<file path="config.mk">
export PLATFORM = sky130hd
export DESIGN_NAME = lp_mode_seq
export DESIGN_NICKNAME = d
export VERILOG_FILES = /design/src/rtl/lp_mode_seq.sv
export SDC_FILE = /design/constraint.sdc
export NUM_CORES = 1
export LEC_CHECK = 0
export ABC_AREA = 1
export BUFFER_PORTS_ARGS = -buffer_cell sky130_fd_sc_hd__buf_2
export CAP_MARGIN = 5
export CORE_MARGIN = 10
export CORE_UTILIZATION = 40
export CTS_BUF_LIST = sky130_fd_sc_hd__clkbuf_8
export DETAILED_ROUTE_END_ITERATION = 8
export PLACE_DENSITY = 0.61
export REMOVE_ABC_BUFFERS = 1
export SYNTH_ARGS = -nofsm -noshare
export SYNTH_HDL_FRONTEND = slang
export SYNTH_SLANG_ARGS = --single-unit
</file>
<file path="constraint.sdc">
create_clock -name clk -period 1.7 [get_ports clk]
set_clock_uncertainty 0.1 [all_clocks]
set_input_delay 0.34 -clock clk [delete_from_list [all_inputs] [get_ports clk]]
set_output_delay 0.34 -clock clk [all_outputs]
set_load 0.02 [all_outputs]
</file>
<file path="src/rtl/lp_mode_seq.sv">
module lp_mode_seq #(
  parameter int DIV_W        = 3,
  parameter int LAT_W        = 16,
  parameter int OSC_LIMIT    = 500,
  parameter int EXT_LIMIT    = 1000,
  parameter int TMR_WAKE_CYC = 3
) (
  input  logic             clk,
  input  logic             rst_n,
  input  logic             hreset,
  input  logic [2:0]       mode_req,
  input  logic             mode_req_vld,
  input  logic             sw_en,
  input  logic             cop_act,
  input  logic             pwr_save,
  input  logic             irq_req,
  input  logic [3:0]       tmr_evt,
  input  logic [DIV_W-1:0] div_sel,
  input  logic             ref_tick,
  input  logic             one_to_one,
  input  logic             pll_lock,
  input  logic [1:0]       clr_stat,
  output logic [2:0]       mode_o,
  output logic             clk_hi,
  output logic             pll_en,
  output logic             tmr_exp_pin,
  output logic             twake_flag,
  output logic             texp_flag,
  output logic [LAT_W-1:0] wake_lat
);
  localparam logic [2:0] M_NH = 3'd0, M_NL = 3'd1, M_DH = 3'd2, M_DL = 3'd3,
                         M_SL = 3'd4, M_DS = 3'd5, M_PD = 3'd6;
  localparam logic [1:0] K_NONE = 2'd0, K_TMR = 2'd1, K_IRQ = 2'd2, K_RLK = 2'd3;
  localparam int RL_MAX = (EXT_LIMIT > OSC_LIMIT) ? EXT_LIMIT : OSC_LIMIT;
  localparam int RL_W   = $clog2(RL_MAX + 1);
  localparam int TC_W   = $clog2(TMR_WAKE_CYC + 1);
  localparam int PS_W   = (1 << DIV_W) - 1;

  logic [2:0]       mode_q;
  logic [1:0]       wk_kind;
  logic [TC_W-1:0]  tcnt;
  logic             gt_seen;
  logic [RL_W-1:0]  rl_cnt;
  logic [PS_W-1:0]  pcnt;
  logic [LAT_W-1:0] lat_q;
  logic             twake_q, texp_q;

  logic [PS_W-1:0] div_mask;
  logic gtick, tmr_any, tmr_trig, idle, low_run, up_cond;
  logic start_tmr, start_irq, start_rlk, req_ok, texp_set;

  assign div_mask  = ~({PS_W{1'b1}} << div_sel);
  assign gtick     = &(pcnt | ~div_mask);
  assign tmr_any   = |tmr_evt;
  assign tmr_trig  = tmr_any | twake_q;
  assign idle      = (wk_kind == K_NONE) && !hreset;
  assign low_run   = (mode_q == M_NL) || (mode_q == M_DH) ||
                     (mode_q == M_DL) || (mode_q == M_SL);
  assign up_cond   = cop_act | irq_req | ~pwr_save;
  assign start_tmr = idle && low_run && tmr_trig;
  assign start_irq = idle && low_run && !tmr_trig && irq_req;
  assign start_rlk = idle && (mode_q == M_DS) && (tmr_trig || irq_req);
  assign req_ok    = idle && mode_req_vld && mode_req != 3'd7 &&
                     ((mode_q == M_NH) || (mode_q == M_NL)) && !start_tmr && !start_irq;
  assign texp_set  = (mode_q == M_PD) && (tmr_any || (hreset && !texp_q));

  always_ff @(posedge clk or negedge rst_n) begin
    if (!rst_n) begin
      mode_q  <= M_NH;
      wk_kind <= K_NONE;
      tcnt    <= '0;
      gt_seen <= 1'b0;
      rl_cnt  <= '0;
      pcnt    <= '0;
      lat_q   <= '0;
      twake_q <= 1'b0;
      texp_q  <= 1'b0;
    end else begin
      pcnt    <= pcnt + PS_W'(1);
      twake_q <= tmr_any | (twake_q & ~clr_stat[0]);
      texp_q  <= texp_set | (texp_q & ~clr_stat[1]);

      if (start_tmr || start_irq || start_rlk)
        lat_q <= '0;
      else if (wk_kind != K_NONE && !hreset && !(&lat_q))
        lat_q <= lat_q + LAT_W'(1);

      if (hreset) begin
        mode_q  <= M_NH;
        wk_kind <= K_NONE;
      end else begin
        case (wk_kind)
          K_NONE: begin
            if (start_tmr) begin
              wk_kind <= K_TMR;
              tcnt    <= TC_W'(TMR_WAKE_CYC - 1);
            end else if (start_irq) begin
              wk_kind <= K_IRQ;
              gt_seen <= 1'b0;
            end else if (start_rlk) begin
              wk_kind <= K_RLK;
              rl_cnt  <= one_to_one ? RL_W'(EXT_LIMIT) : RL_W'(OSC_LIMIT);
            end else if (req_ok) begin
              mode_q <= mode_req;
            end else begin
              case (mode_q)
                M_NH: if (sw_en && !up_cond && !twake_q) mode_q <= M_NL;
                M_NL: if (sw_en && (cop_act || !pwr_save)) mode_q <= M_NH;
                M_DL: if (cop_act) mode_q <= M_DH;
                M_DH: if (sw_en && !cop_act) mode_q <= M_DL;
                default: ;
              endcase
            end
          end
          K_TMR: begin
            if (tcnt == '0) begin
              mode_q  <= M_NH;
              wk_kind <= K_NONE;
            end else begin
              tcnt <= tcnt - TC_W'(1);
            end
          end
          K_IRQ: begin
            if (gtick) begin
              if (gt_seen) begin
                mode_q  <= M_NH;
                wk_kind <= K_NONE;
              end else begin
                gt_seen <= 1'b1;
              end
            end
          end
          default: begin
            if (pll_lock || (ref_tick && rl_cnt <= RL_W'(1))) begin
              mode_q  <= M_NH;
              wk_kind <= K_NONE;
            end else if (ref_tick) begin
              rl_cnt <= rl_cnt - RL_W'(1);
            end
          end
        endcase
      end
    end
  end

  assign mode_o      = mode_q;
  assign clk_hi      = (mode_q == M_NH) || (mode_q == M_DH);
  assign pll_en      = (mode_q != M_PD) && !((mode_q == M_DS) && (wk_kind != K_RLK));
  assign tmr_exp_pin = texp_q;
  assign twake_flag  = twake_q;
  assign texp_flag   = texp_q;
  assign wake_lat    = lat_q;
endmodule

</file>
==> impl_metrics.py, run 1 <==
metrics = {
    "power_and_ir_drop": {
        "p_leak_uw": 0.002036,
        "peakVddDrop_mv": 0.5870,
        "power.total_uw": 5561,
        "power_density_nw_per_um2": 1380,
    },
    "finish": {
        "postLayoutCellArea_um2": 4030,
        "final_nets": 543,
        "area_growth_pct": 40.10,
        "layout-drive-gt1-share": 0.3601,
        "diodes": 0,
    },
    "worst_hold_path": {
        "hp-class": "input pin to register",
        "hp-start": "clr_stat[1]",
    },
    "synth": {
        "synth-seq-cells": 43,
        "syn_inst": 404,
        "synth_top_area_cell": "dfrtp_1",
        "avgSynthCellArea_um2": 7.120,
        "ys_types": 29,
        "syn_area_um2": 2877,
        "synth_edf_count": 0,
        "synth_top_area_share": 0.3741,
        "synth_common_cells": "nand2_1 (96), nor2_1 (54), inv_1 (50)",
        "ys_async_sr_fraction": 1.000,
        "synth.most_common_cell": "nand2_1",
        "synthTopCellsByArea": "dfrtp_1 (37%), nand2_1 (13%), nor2_1 (7.0%)",
        "yosysSeqAreaShare": 0.3741,
        "synth_ff_type": "dfrtp_1",
        "yosys_warnings": 0,
    },
    "setup_path": {
        "endpoint_kind": "register",
        "worst_path_dominant_cell_family": "simple AND/OR/NAND/NOR gates",
        "r2r-start": "wk_kind[0]$_DFFE_PN0P_",
        "crit_arrival_ns": 1.86,
        "crit_required_ns": 1.78,
        "slowest_delay_ns": 0.39,
        "crit_chain": "inv_2 > ha_4 > inv_4 > nor2_4 > nand3_2 > nor2_4 > nand2_4 > nand3_4 > nor2b_4 > nor2_2 > nand2_1 > nand2_1",
        "path_buf_inv": 2,
        "crit_start": "wk_kind[0]$_DFFE_PN0P_",
        "crit_type": "register to register",
        "start_kind": "register",
        "cp_slowest_cell": "dfrtp_1",
        "crit_path_max_fanout": 5,
    },
    "global_route": {
        "grt_use_met2": 0.2206,
        "antenna_found_initial": 0,
        "grt_pass1_vias": 2896,
        "grt.met3_usage": 0.03317,
        "gr-max-usage-layer": "met2",
        "grt_max_degree": 40,
        "track_usage": 0.1352,
        "grt_pass1_wl_um": 12830,
        "met1_usage": 0.1735,
        "grt-ovfl-total": 0,
    },
    "drt": {
        "drtPass1Iterations": 4,
        "antenna_left": 0,
        "drt_wl_total_um": 7862,
        "post_drt_wl_per_cell_um": 12.95,
        "route.detailed.drc": 0,
        "vias": 2936,
        "drt-initial-drc-count": 127,
        "avgViaCountPerCell": 4.837,
    },
    "placed_design": {
        "port_buffers": 46,
        "pre_cts_ws_ns": -0.1930,
        "dpl.hpwl_um": 5862,
        "gp_congestion": 0.8568,
        "post_dp_cell_area_um2": 3571,
    },
    "timing": {
        "fmax_mhz": 563.5,
        "slew_headroom": 0.7710,
        "hold_violations": 0,
        "tightestPinTransition_ns": 0.3423,
        "min_period_ns": 1.775,
        "fin_crit_sh": 1.044,
        "drv_slew": 0,
        "setup_slack_ns": -0.07461,
        "rsz0062_at_grt": "yes",
        "whs_ns": 0.1207,
        "finalSetupViolations": 19,
    },
    "job": {
        "cap_viol_max_count": 0,
    },
    "outcome": {
        "failed_checks": "negative setup slack",
        "status": "complete, but fails checks",
    },
    "clock_tree": {
        "cts.clk_slew.worst_paths_ns": 0.08,
        "worst_skew_pair.late_latency_ns": 0.29,
        "clock_path_buffers": 2,
        "cts-root-buf": "clkbuf_8",
        "htree_levels": 2,
        "cts_tree": "built",
        "cts_sinks": 43,
        "cts_buffers": 5,
    },
    "floorplanning": {
        "io_pins": 47,
        "start_util": 0.4165,
        "fp-row-count": 30,
        "die_x_um": 104.8,
        "core_region_area_um2": 6907,
        "fp.dieH_um": 104.8,
        "die_area_um2": 10980,
    },
}
-- per-stage QoR --
stage,setup TNS (ns),utilization,instances
floorplan,-4.312,-,396
global route,-2.988,0.5835,607
detailed placement,-3.267,0.5170,591
global placement,-1.445,0.5170,591
finish,-0.5985,0.5835,607
CTS,-1.025,0.5511,604
-- kinds of logic (layout without fill, tap and decap cells) --
family                     after synthesis  count (layout)  share of synthesized area
adders and majority gates                9               9                    0.03915
and+or+nand+nor                        216             216                     0.3315
buffers and inverters                   62             169                    0.09352
DFF                                     43              43                     0.3741
AOI/OAI and AO/OA                       57              57                     0.1101
xor gates and xnor gates                17              17                    0.05176
-- worst register-to-register path: stages, from the launching register on --
cell and delay (ns):
dfrtp_1 0.39, inv_2 0.09, ha_4 0.17, inv_4 0.05, nor2_4 0.12, nand3_2 0.10
nor2_4 0.15, nand2_4 0.09, nand3_4 0.12, nor2b_4 0.15, nor2_2 0.04, nand2_1 0.06
nand2_1 0.05
-- routing by layer --
metal,part of all wire,routed length [um],up-vias
li1,-,-,1514
met1,0.48,3772,1361
met2,0.47,3727,55
met3,0.038,298,6
met4,0.0080,63,0
met5,0,0,-
-- sequential cells by signal, indices dropped and copies added, names as in the netlist --
signal      count
wk_kind         2
gt_seen         1
tcnt            2
rl_cnt         10
pcnt            7
twake_flag      1
mode_o          3
wake_lat       16
texp_flag       1
-- final timing paths --
check                      cells past startpoint                     to  slack [ns]
max in group asynchronous                      3  mode_o[0]$_DFFE_PN0P_        0.74
hold reg to reg                                1      pcnt[3]$_DFF_PN0_        0.38
setup / recovery                              12  mode_o[1]$_DFFE_PN0P_       -0.07
min in group asynchronous                      2   twake_flag$_DFF_PN0_        0.31
setup reg to reg                              12  mode_o[1]$_DFFE_PN0P_       -0.07
hold / removal                                 2    texp_flag$_DFF_PN0_        0.12
-- power breakdown --
part           switching, uW  internal, uW
sequential               235          1320
combinational           1930          1400
clock                    357           320
-- layout make-up --
type	count	area, um^2
Sequential cell	43	1080
Timing Repair inverter	1	6.256
Timing Repair Buffer	107	724.4
Inverter	54	215.2
Fill cell	691	2877
Tap cell	96	120.1
Multi-Input combinational cell	299	1797
Clock buffer	6	82.58
Clock inverter	1	5.005
-- placed cells by master (no fill, tap or decap), drive strengths merged, types with 3 or more instances in the layout --
cell,count
nor2,60
nor3,9
buf,106
o21ai,35
ha,9
nand2,99
o31ai,3
xor2,14
inv,55
dfrtp,43
nand4,9
a21oi,14
xnor2,3
nand3,37
clkbuf,6
-- repair_timing --
action,CTS,global route
gates cloned,1,1
hold endpoints to repair,4,0
pin swaps,10,23
setup buffers,4,3
resized for setup,36,57
hold buffers,1,0
endpoints found under the setup margin,33,35
No activity file was read; power rests on OpenSTA's default activity.
==> run 2: changes to the inputs <==
--- a/config.mk
+++ b/config.mk
@@ -8,7 +8,6 @@
 export ABC_AREA = 1
 export BUFFER_PORTS_ARGS = -buffer_cell sky130_fd_sc_hd__buf_2
 export CAP_MARGIN = 5
-export CORE_MARGIN = 10
 export CORE_UTILIZATION = 40
 export CTS_BUF_LIST = sky130_fd_sc_hd__clkbuf_8
 export DETAILED_ROUTE_END_ITERATION = 8
==> run 2 against run 1 <==
Compared with the run above:
- the flow still finishes with violations (negative setup slack)
- clock power up 27%
- total power increased by 1.2%
- critical path type unchanged
- non-clock buffer count is 1 higher
- sequential power about the same
- largest cell class unchanged
- wire length decreased by 6.9%
- first-iteration DRC count up 3.1%
- global-route usage grew 6.6 points
- clock-buffer cell count is the same
- final cell count up 0.16%
- fmax decreased by 1.1%
==> impl_metrics.py, run 2 (synthesized netlist as in run 1, its figures left out) <==
metrics = {
    "outcome": {
        "status": "complete, but fails checks",
        "failed_checks": "negative setup slack",
    },
    "floorplanning": {
        "die_x_um": 86.80,
        "core_region_area_um2": 6869,
        "io_pins": 47,
        "start_util": 0.4188,
        "fp-row-count": 30,
        "fp.dieH_um": 86.80,
        "die_area_um2": 7534,
    },
    "power_and_ir_drop": {
        "peakVddDrop_mv": 0.5871,
        "p_leak_uw": 0.002038,
        "power.total_uw": 5629,
        "power_density_nw_per_um2": 1421,
    },
    "finish": {
        "final_cell_mix": "nand2_1 (90), buf_4 (58), nor2_1 (47)",
        "layout-drive-gt1-share": 0.3398,
        "area_growth_pct": 37.76,
        "postLayoutCoreUtil": 0.5769,
        "stdcell_count": 608,
        "diodes": 0,
        "largest_register_ffs": 16,
        "final_nets": 543,
        "final_common_cell": "nand2_1",
        "nFillCells": 655,
    },
    "setup_path": {
        "endpoint_kind": "register",
        "crit_required_ns": 1.78,
        "start_kind": "register",
        "crit_type": "register to register",
        "crit_path_max_fanout": 6,
        "crit_arrival_ns": 1.88,
    },
    "timing": {
        "fin_crit_sh": 1.056,
        "setup_slack_ns": -0.09462,
        "finalSetupViolations": 28,
        "min_period_ns": 1.795,
        "rsz0062_at_grt": "yes",
        "drv_slew": 0,
        "fmax_mhz": 557.2,
        "finalSetupTns_ns": -1.331,
        "tightestPinTransition_ns": 0.4236,
        "hold_violations": 0,
        "slew_headroom": 0.7176,
    },
    "global_route": {
        "gr-max-usage-layer": "met2",
        "met1_usage": 0.2614,
        "grt.met3_usage": 0.02667,
        "antenna_found_initial": 0,
        "grt_max_degree": 20,
        "grt-ovfl-total": 0,
        "grt_pass1_wl_um": 12060,
        "grt_pass1_vias": 2767,
        "grt_use_met2": 0.3493,
        "track_usage": 0.2009,
    },
    "drt": {
        "drtPass1Iterations": 5,
        "antenna_left": 0,
        "route.detailed.drc": 0,
        "post_drt_wl_per_cell_um": 12.04,
        "drt_wl_total_um": 7322,
        "vias": 2936,
        "drt-initial-drc-count": 131,
        "avgViaCountPerCell": 4.829,
    },
    "clock_tree": {
        "cts-root-buf": "clkbuf_8",
        "worst_skew_pair.late_latency_ns": 0.30,
        "cts_sinks": 43,
        "clock_path_buffers": 2,
        "cts_tree": "built",
        "cts_buffers": 5,
        "cts.clk_slew.worst_paths_ns": 0.09,
        "htree_levels": 2,
    },
    "placed_design": {
        "dpl.hpwl_um": 5496,
        "port_buffers": 46,
        "dp_cells": 592,
        "gp_congestion": 0.8407,
    },
    "job": {
        "cap_viol_max_count": 0,
    },
    "worst_hold_path": {
        "hp-class": "input pin to register",
    },
}
==> run 2: final cells by class <==
cell class,instances,area (um^2),area share
multi-input combinational,299,1698,0.4285
sequential,43,1080,0.2725
timing repair buffer,108,730.7,0.1844
inverter,54,212.7,0.05368
tap,96,120.1,0.03031
clock buffer,6,82.58,0.02084
clock inverter,2,38.79,0.009788
==> run 2: path summary, 6_finish.rpt <==
check,from,to,slack (ns),depth (start not counted)
max in group asynchronous,rst_n,mode_o[0]$_DFFE_PN0P_,0.53,3
hold reg to reg,pcnt[5]$_DFF_PN0_,pcnt[5]$_DFF_PN0_,0.38,1
hold / removal,clr_stat[0],twake_flag$_DFF_PN0_,0.11,2
setup / recovery,wk_kind[0]$_DFFE_PN0P_,mode_o[2]$_DFFE_PN0P_,-0.09,11
min in group asynchronous,rst_n,pcnt[4]$_DFF_PN0_,0.40,2
setup reg to reg,wk_kind[0]$_DFFE_PN0P_,mode_o[2]$_DFFE_PN0P_,-0.09,11
==> run 2: what timing repair did <==
action,CTS,global route
gates cloned,0,0
buffers inserted,1,6
pin swaps,4,12
resized for setup,17,48
hold buffers,1,0
setup endpoints to repair,33,35
endpoints found under the hold margin,17,0
==> run 2: metal layers <==
layer  vias up  wire, um
li1       1520         -
met1      1338      3330
met2        72      3612
met3         6       294
met4         0        84
met5         -         0
==> run 2: stage by stage <==
stage,hold slack [ns],setup slack [ns],cell area (um^2)
2_1_floorplan,-0.05559,-0.2410,2810
3_3_place_gp,0.2020,-0.1047,3566
3_5_place_dp,0.2000,-0.1666,3566
4_1_cts,0.09941,-0.05043,3755
5_1_grt,0.1012,-0.1771,3963
6_report,0.1102,-0.09462,3963
==> run 2: worst max-delay path, cell delays in order, from the launching register on <==
cell and delay (ns):
dfrtp_1 0.41, inv_2 0.09, ha_4 0.16, inv_4 0.05, nor2_4 0.09, nand3_2 0.09
nor2_4 0.15, o21ai_4 0.09, buf_12 0.15, buf_4 0.14, nand4_1 0.10, nand2_1 0.07
==> run 2: where the power goes <==
| group | switching [uW] | internal [uW] | total (uW) |
|---|---|---|---|
| clock network | 375 | 484 | 859 |
| registers | 224 | 1320 | 1550 |
| logic | 1830 | 1390 | 3220 |
==> run 3: changes to the inputs <==
==> constraint.sdc (replaced) <==
create_clock -name clk -period 1.7 [get_ports clk]
set_clock_uncertainty 0.1 [all_clocks]
set_input_delay 0.34 -clock clk [delete_from_list [all_inputs] [get_ports clk]]
set_output_delay 0.34 -clock clk [all_outputs]
set_load 0.1 [all_outputs]
==> run 3 against run 2 <==
Compared with the run above:
- the run still ends with negative setup slack left
- critical path depth stayed put
- register-to-register slack hardly changed
- hold slack worse by 0.015 ns
- global-route usage is 1.5 points higher
- first-iteration DRC count is 45% higher
- via count is 4.2% higher
- die area stayed put
- sequential power hardly changed
- largest cell class unchanged
==> impl_metrics.py, run 3 (synthesized netlist as in run 1, its figures left out) <==
metrics = {
    "outcome": {
        "status": "complete, but fails checks",
        "failed_checks": "negative setup slack",
    },
    "power_and_ir_drop": {
        "internal_power_uw": 3670,
        "power_frac_comb": 0.657,
        "power_frac_seq": 0.214,
        "clkPwrFrac": 0.129,
        "power_density_nw_per_um2": 1673,
        "peakVddDrop_mv": 1.112,
        "p_sw_frac": 0.5006,
        "p_leak_uw": 0.002144,
        "power.switching_uw": 3678,
    },
    "drt": {
        "route.detailed.drc": 0,
        "post_drt_wl_per_cell_um": 12.92,
        "drt_wl_total_um": 8037,
        "antenna_left": 0,
        "drtPass1Iterations": 4,
        "drt-initial-drc-count": 190,
        "avgViaCountPerCell": 4.918,
        "vias": 3059,
    },
    "clock_tree": {
        "cts_tree": "built",
        "worst_skew_pair.late_latency_ns": 0.31,
        "htree_levels": 2,
        "clock_path_buffers": 2,
        "cts-root-buf": "clkbuf_8",
        "cts.clk_slew.worst_paths_ns": 0.09,
        "cts_buffers": 5,
        "cts_sinks": 43,
    },
    "setup_path": {
        "crit_arrival_ns": 1.90,
        "start_kind": "register",
        "critPathMostFrequentCell": "nor2_4",
        "crit_path_max_fanout": 8,
        "r2r-start": "wk_kind[1]$_DFFE_PN0P_",
        "crit_chain": "inv_2 > ha_4 > inv_4 > nor2_4 > nand3_2 > nor2_4 > o21ai_4 > buf_12 > buf_4 > nand2_8 > o21ai_1",
        "rrSetupSlack_ns": -0.11,
        "cp_slowest_cell": "dfrtp_1",
        "crit_type": "register to register",
        "endpoint_kind": "register",
        "slowest_delay_ns": 0.40,
        "crit_required_ns": 1.80,
        "crit_start": "wk_kind[1]$_DFFE_PN0P_",
    },
    "floorplanning": {
        "io_pins": 47,
        "die_x_um": 86.80,
        "fp-row-count": 30,
        "fp.dieH_um": 86.80,
        "core_region_area_um2": 6869,
        "start_util": 0.4188,
        "die_area_um2": 7534,
    },
    "timing": {
        "slew_headroom": 0.6767,
        "rsz0062_at_grt": "yes",
        "whs_ns": 0.09503,
        "setup_slack_ns": -0.1075,
        "fmax_mhz": 553.3,
        "hold_violations": 0,
        "finalSetupViolations": 32,
        "tightestPinTransition_ns": 0.4883,
        "min_period_ns": 1.807,
        "fin_crit_sh": 1.063,
        "finalSetupTns_ns": -1.920,
        "drv_slew": 0,
    },
    "finish": {
        "multiInputGateArea_um2": 1902,
        "area_growth_pct": 52.72,
        "diodes": 0,
        "final_common_cell": "nand2_1",
        "layout-drive-gt1-share": 0.4011,
        "final_nets": 557,
        "largest_register_ffs": 16,
        "seqCellArea_um2": 1079,
        "nFillCells": 579,
        "final_cell_mix": "nand2_1 (83), buf_4 (61), inv_1 (43)",
    },
    "global_route": {
        "grt_pass1_vias": 2841,
        "grt-ovfl-total": 0,
        "antenna_found_initial": 0,
        "track_usage": 0.2158,
        "grt_pass1_wl_um": 12670,
        "grt_max_degree": 19,
    },
    "worst_hold_path": {
        "hp-class": "input pin to register",
        "hp-start": "clr_stat[0]",
    },
    "placed_design": {
        "dpl.hpwl_um": 5548,
        "gp_congestion": 0.8299,
        "port_buffers": 46,
    },
    "job": {
        "cap_viol_max_count": 0,
    },
}
[run 3: power by group through the flow]
stage	Combinational (uW)	Clock (uW)	Sequential, uW
finish	4830	950	1570
global route	5160	995	1610
CTS	4330	968	1560
detailed placement	3830	0	1560
global placement	3790	0	1550
floorplan	1450	0	2580
[run 3: cell type report]
class                      count  area share
clock buffer                   5     0.01567
clock inverter                 3     0.01453
inverter                      54     0.05098
multi-input combinational    300      0.4329
sequential                    43      0.2455
tap                           96     0.02734
timing repair buffer         119      0.2099
timing repair inverter         2    0.003133
[run 3: stage by stage]
stage / std cells / area, um^2 / setup slack [ns] / util / power, uW
after global routing: 622 / 4393 / -0.2166 / 0.6395 / 7766
final: 622 / 4393 / -0.1075 / 0.6395 / 7348
after global placement: 596 / 3671 / -0.09253 / 0.5344 / 5342
after detailed placement: 596 / 3671 / -0.1381 / 0.5344 / 5391
after CTS: 614 / 4144 / -0.07461 / 0.6033 / 6860
after floorplan: 396 / 2810 / -1.315 / - / 4029
[run 3: worst paths after layout]
path                                                 to  cells past startpoint
worst min register to register        pcnt[0]$_DFF_PN0_                      1
worst max register to register  wake_lat[8]$_DFFE_PN0P_                     11
min in group asynchronous             pcnt[5]$_DFF_PN0_                      2
worst min-delay path               twake_flag$_DFF_PN0_                      2
max in group asynchronous         mode_o[0]$_DFFE_PN0P_                      3
worst max-delay path            wake_lat[8]$_DFFE_PN0P_                     11
[run 3: layer usage]
layer	vias to the layer above	GRT usage	share of wire	wire (um)
li1	1553	-	-	-
met1	1412	0.2779	0.44	3522
met2	81	0.3672	0.50	4029
met3	13	0.03524	0.043	348
met4	0	0.07273	0.017	137
met5	-	0	0	0
[run 3: worst max-delay path, delay by kind of cell (launching register included)]
family,cells,cell delay (ns)
AO/OA/AOI/OAI,2,0.15
buffers and inverters,4,0.46
AND/OR/NAND/NOR,4,0.41
adder cells (fa/ha/maj),1,0.18
flip-flops,1,0.40
[run 3: repair_timing]
item,4_1_cts,5_1_grt
gates resized for setup,70,55
gates cloned,3,0
hold buffers,1,0
buffers inserted,6,8
endpoints found under the setup margin,33,40
hold endpoints to repair,16,0
pin swaps,21,8
